`src/rtl/pcu_pkg.sv`:
```
package pcu_pkg;
  localparam int unsigned PCU_ADDR_W   = 32;
  localparam int unsigned PCU_DATA_W   = 32;
  localparam int unsigned PCU_WORD_BYTES = 4;
  localparam logic [PCU_ADDR_W-1:0] PCU_RESET_PC = 32'h003F_FFFC;
endpackage

```
`src/rtl/pcu_next.sv`:
```
module pcu_next #(
  parameter int unsigned ADDR_W = pcu_pkg::PCU_ADDR_W,
  parameter int unsigned STEP = pcu_pkg::PCU_WORD_BYTES,
  parameter logic [ADDR_W-1:0] RESET_PC = pcu_pkg::PCU_RESET_PC
) (
  input  logic              rst,
  input  logic [ADDR_W-1:0] pc_cur,
  output logic [ADDR_W-1:0] pc_nxt
);
  localparam logic [ADDR_W-1:0] STEP_V = ADDR_W'(STEP);

  logic [ADDR_W-1:0] seq_addr;

  always_comb begin
    seq_addr = pc_cur + STEP_V;
    pc_nxt   = rst ? RESET_PC : seq_addr;
  end
endmodule

```
`src/rtl/pcu_reg.sv`:
```
module pcu_reg #(
  parameter int unsigned ADDR_W = pcu_pkg::PCU_ADDR_W,
  parameter logic [ADDR_W-1:0] RESET_PC = pcu_pkg::PCU_RESET_PC
) (
  input  logic              clk,
  input  logic              rst,
  input  logic [ADDR_W-1:0] d,
  output logic [ADDR_W-1:0] q
);
  always_ff @(posedge clk) begin
    q <= d;
  end


  reset_load_chk: assert property (@(posedge clk) rst |=> q == RESET_PC)
    else $error("pc not loaded with reset value");


  pc_follow_chk: assert property (@(posedge clk) disable iff (rst)
    !$past(rst) |-> q == $past(d))
    else $error("pc did not take pre-edge next value");
endmodule

```
`src/rtl/pcu_fetch.sv`:
```
module pcu_fetch #(
  parameter int unsigned ADDR_W = pcu_pkg::PCU_ADDR_W,
  parameter int unsigned DATA_W = pcu_pkg::PCU_DATA_W,
  parameter int unsigned STEP = pcu_pkg::PCU_WORD_BYTES,
  parameter logic [ADDR_W-1:0] RESET_PC = pcu_pkg::PCU_RESET_PC
) (
  input  logic              clk,
  input  logic              rst,
  input  logic [DATA_W-1:0] imem_rdata,
  output logic [ADDR_W-1:0] pc,
  output logic [ADDR_W-1:0] fetch_addr,
  output logic [DATA_W-1:0] instr
);
  localparam logic [ADDR_W-1:0] STEP_V = ADDR_W'(STEP);

  logic [ADDR_W-1:0] pc_q;
  logic [ADDR_W-1:0] pc_d;

  pcu_next #(.ADDR_W(ADDR_W), .STEP(STEP), .RESET_PC(RESET_PC)) u_next (
    .rst    (rst),
    .pc_cur (pc_q),
    .pc_nxt (pc_d)
  );

  pcu_reg #(.ADDR_W(ADDR_W), .RESET_PC(RESET_PC)) u_reg (
    .clk (clk),
    .rst (rst),
    .d   (pc_d),
    .q   (pc_q)
  );

  assign pc         = pc_q;
  assign fetch_addr = pc_d;
  assign instr      = imem_rdata;


  reset_addr_chk: assert property (@(posedge clk) rst |-> fetch_addr == RESET_PC)
    else $error("fetch address not at reset value during reset");


  seq_step_chk: assert property (@(posedge clk) disable iff (rst)
    !$past(rst) |-> pc == $past(pc) + STEP_V)
    else $error("pc did not advance by one word");
endmodule

```
`config.mk`:
```
export PLATFORM = sky130hd
export DESIGN_NAME = pcu_fetch
export DESIGN_NICKNAME = d
export VERILOG_FILES = /design/src/rtl/pcu_pkg.sv /design/src/rtl/pcu_next.sv /design/src/rtl/pcu_reg.sv /design/src/rtl/pcu_fetch.sv
export SDC_FILE = /design/constraint.sdc
export NUM_CORES = 1
export LEC_CHECK = 0
export BUFFER_PORTS_ARGS = -buffer_cell sky130_fd_sc_hd__buf_2
export CAP_MARGIN = 20
export CORE_ASPECT_RATIO = 0.5
export CORE_MARGIN = 4
export CORE_UTILIZATION = 43
export DETAILED_ROUTE_END_ITERATION = 7
export PLACE_DENSITY = 0.86
export SKIP_LAST_GASP = 1
export SLEW_MARGIN = 10
export SYNTH_ARGS = -nofsm -noshare
export SYNTH_HDL_FRONTEND = slang
export SYNTH_SLANG_ARGS = --single-unit
```
`constraint.sdc`:
```
create_clock -name clk -period 2.7 [get_ports clk]
set_input_delay 0 -clock clk [delete_from_list [all_inputs] [get_ports clk]]
set_output_delay 0 -clock clk [all_outputs]
set_load 0.05 [all_outputs]
```
==> results.txt <==
STA classifies the critical path endpoint as an output pin. The register bank with the most flops is u_reg.q. The overall fraction of global-route tracks in use is roughly 17%. The worst setup path is launched from a flop. The combinational share of power came out at 54.5%. The required time of the worst setup path came out at 2.70 ns.

The power per cell area came out at 1280 nW/um^2. The worst pin sits at a relative slew slack of between 50% and 60%. Registers take 641 sq um. The die area is 5100 sq um. Counting flops with a built-in enable in the synthesized netlist gives 0. The time the final worst path needs with I/O delays and setup is approximately 2.5 ns. Setup repair after global routing left no endpoint under its margin. Along the worst path, the maximum fanout reaches 18.

The detailed-routing iteration count for the pre-antenna-repair pass came out at 4. The sum of met2 wire segment lengths after detailed routing came out at roughly 2200 um. Hold is met by 0.0000170 ns. The worst setup path is of the flop to output pin kind. After detailed routing, the number of remaining DRC violations is 0. The number of endpoints with negative hold slack in the final report is 0. Clock skew on the completed layout was measured at roughly 0.0056 ns. The arrival time of data at the critical path endpoint is 2.55 ns.

Across the VDD grid, the largest voltage drop is 0.450 mV. The end of the worst hold path is instr[21]. The startpoint of the worst setup timing path is u_reg.q[5]. The worst min-delay path class is input pin to output pin.

The detailed-routing wirelength on met1 is 1660 um. The net switching power came out at 1.36 mW. Dividing the detail-routed wire length by the instance count gives 15.6 um. The final HPWL from detailed placement came out at around 3000 um.

The maximum number of pins on one net before global-route repair came out at 30. The H-tree generated during clock tree synthesis spans 2 levels. The final weighted congestion in routability-driven placement is approximately 0.78. Of all flip-flops after synthesis, the portion carrying an async set or reset was 0%.

The detailed-route vias per instance is 5.52. In this run the static leakage power is a little over 0.8 nW. The core outline area came out at 3620 sq um. Summing all multi-input logic gate instances after layout gives 796 sq um. The synthesized netlist cell count came out at 194.

The run finished with clean final reports. The source of the worst register-to-register timing path is u_reg.q[5]. The netlist uses 33 different library cells. Along the worst hold path, the cell count comes to 0. The achievable frequency is 392 MHz. The die height came out at 52.5 um. The total met3 wirelength after detailed routing came out at 292 um. The number of sinks driven by the clock tree is 32.

The clock-pin slew reported for the worst setup and hold paths after clock tree synthesis is 0.07 ns. After synthesis, flip-flops and latches occupy 37.6% of the total area. The slew at the pin closest to its max-slew limit is between 0.6 and 0.7 ns.

The number of buffers added to fix hold violations after cts came out at 0. Each instance of the synthesized netlist takes up on average 8.78 sq um. The number of synthesized register bits is 32.

The floorplan has 15 rows. The latest clock arrival within the worst-skew pair came out at 0.29 ns. Measured in cells, the most critical reg-to-reg path has a length of 4. The most used flip-flop cell after synthesis is dfxtp_1. The fraction of final layout cells sized beyond drive strength 1 is 38.6%. The CTS tree is built. The worst path uses between 90% and 100% of the clock period. The number of global-route vias before repair is 1416. The setup-violating endpoint count in the final report is 0. The number of fill cells in the layout is 312. The origin of the worst min-delay path is imem_rdata[21].

0 antenna diodes ended up in the layout. The initial utilization of the core area, before any placement, comes to 47.0%. The highest layer touched by signal routing is met4. The global-route wire length before repair came out at 6660 um. The internal power of the cells totals 1.14 mW. The reg-to-reg critical path endpoint is u_reg.q[29]. The net count reported at finish came out at approximately 260.

Timing analysis after detailed placement gives a worst setup slack of 0.515 ns. The number of violations reported at the end of detailed-routing iteration 0 is 67. The detailed-route via count came out at roughly 1500. The number of buffers added by the clock tree synthesis step is 5. The switching fraction of total power is 54.4%.

The total congestion overflow is 0. The register-to-register path setup slack came out at 0.62 ns. The cell sitting at the root of the clock tree is a clkbuf_8. The total chip power came out at ~2.5 mW. The net count after synthesis is 229. The clock network is responsible for 18.4% of the overall power. Compared with the post-synthesis result, the final layout area differs by 14.1%. The number of antenna violations at the first check in global routing was 0.

The largest registers in the layout are u_reg.q (32). The warning count from the yosys run came out at 0. The number of flip-flops in the largest register is 32. The number of pins exceeding their max-slew limit in the final report came out at 0. In this run the remaining antenna-violating nets after routing total 0. In this run the horizontal extent of the chip is 97.0 um. The post-synthesis cell area is 1700 sq um.

The sequential share of power is 27.1%. After detailed routing, the total wire length is 4270 um. The number of port buffers came out at 65. The count of boundary I/O pins is 130.

The least setup slack across all paths after layout is 0.151 ns. Counting along the longest clock path gives a buffer depth of 2. The number of maximum-capacitance constraint violations is 0.
[worst max path at each step]
stage                     end  slack [ns]
4_1_cts        fetch_addr[27]        0.09
3_3_place_gp   fetch_addr[27]        0.57
3_5_place_dp   fetch_addr[28]        0.51
2_1_floorplan     u_reg.q[30]       -0.05
5_1_grt        fetch_addr[27]        0.03
6_report       fetch_addr[27]        0.15
[placed cells by master, fill, tap and decap left out, types with 5 or more instances in the layout]
cell / count
o31ai_1: 11
clkbuf_8: 5
nand4_1: 9
nand3_1: 14
buf_2: 65
a21oi_2: 6
dfxtp_1: 32
nand2_1: 17
xor2_1: 7
or4_1: 11
[per-layer routing]
metal	global-route usage, %	up-vias
met2	29.6	49
met5	0	-
met1	16.6	708
met4	11.9	0
met3	5.84	27
li1	-	729
[repair_timing]
action | CTS | global route
resized for setup | 0 | 2
setup endpoints to repair | 0 | 2
buffers inserted | 0 | 0
[logic make-up after synthesis]
| logic type | share of synthesized area (%) |
|---|---|
| XOR/XNOR | 4.63 |
| adder cells (fa/ha/maj) | 0.734 |
| AND/OR/NAND/NOR | 27.2 |
| AO/OA/AOI/OAI | 10.9 |
| flip-flops | 37.6 |
| buffers and inverters | 18.4 |
| multiplexers | 0.661 |
[Yosys cell counts (2+ instances only)]
| cell type | instances | area share (%) |
|---|---|---|
| o21a_1 | 2 | 0.88 |
| o31ai_1 | 11 | 4.8 |
| and4_1 | 4 | 2.1 |
| nand4_1 | 9 | 3.3 |
| nor4_1 | 3 | 1.1 |
| or2_2 | 2 | 0.73 |
| xor2_1 | 7 | 3.6 |
| a21oi_1 | 6 | 1.8 |
| buf_2 | 4 | 1.2 |
| and3_1 | 4 | 1.5 |
| nor2_1 | 2 | 0.44 |
| and2_1 | 2 | 0.73 |
| xnor2_1 | 2 | 1.0 |
| o31a_1 | 2 | 1.0 |
| o21ai_0 | 3 | 0.88 |
| nor2b_1 | 3 | 1.1 |
| inv_1 | 2 | 0.44 |
| nand2_1 | 17 | 3.7 |
| nand3_1 | 14 | 4.1 |
| dfxtp_1 | 32 | 38 |
| clkbuf_1 | 5 | 1.1 |
| buf_4 | 34 | 15 |
| or3_1 | 2 | 0.73 |
| nand3_2 | 3 | 1.8 |
| or4_1 | 11 | 4.8 |
[per-stage QoR]
step	cells	cell area, sq um	util [%]	setup TNS, ns
finish	274	1940	53.7	0
global route	274	1940	53.7	0
CTS	274	1930	53.3	0
detailed placement	266	1820	50.2	0
global placement	266	1820	50.2	0
floorplan	194	1730	-	-0.0549
[final cells by class]
cell class                 count  share of cell area (%)
inverter                       2                   0.386
clock buffer                   5                    3.54
clock inverter                 3                    2.19
multi-input combinational    116                    40.9
timing repair buffer          65                    16.7
sequential                    32                    32.9
tap                           51                    3.28
[critical path: stages (launching register included)]
cell	delay [ns]
dfxtp_1	0.42
and4_1	0.42
nand3_2	0.35
or4_1	0.55
a21oi_2	0.22
buf_2	0.29
[power groups by stage]
stage                     combinational [mW]  sequential (mW)  clock [mW]
after CTS                               1.34            0.667       0.466
after floorplan                        0.997            0.952           0
after global placement                  1.32            0.666           0
final                                   1.36            0.674       0.459
after global routing                    1.45            0.689       0.494
after detailed placement                1.33            0.673           0
Power figures use the tool's default switching activity.
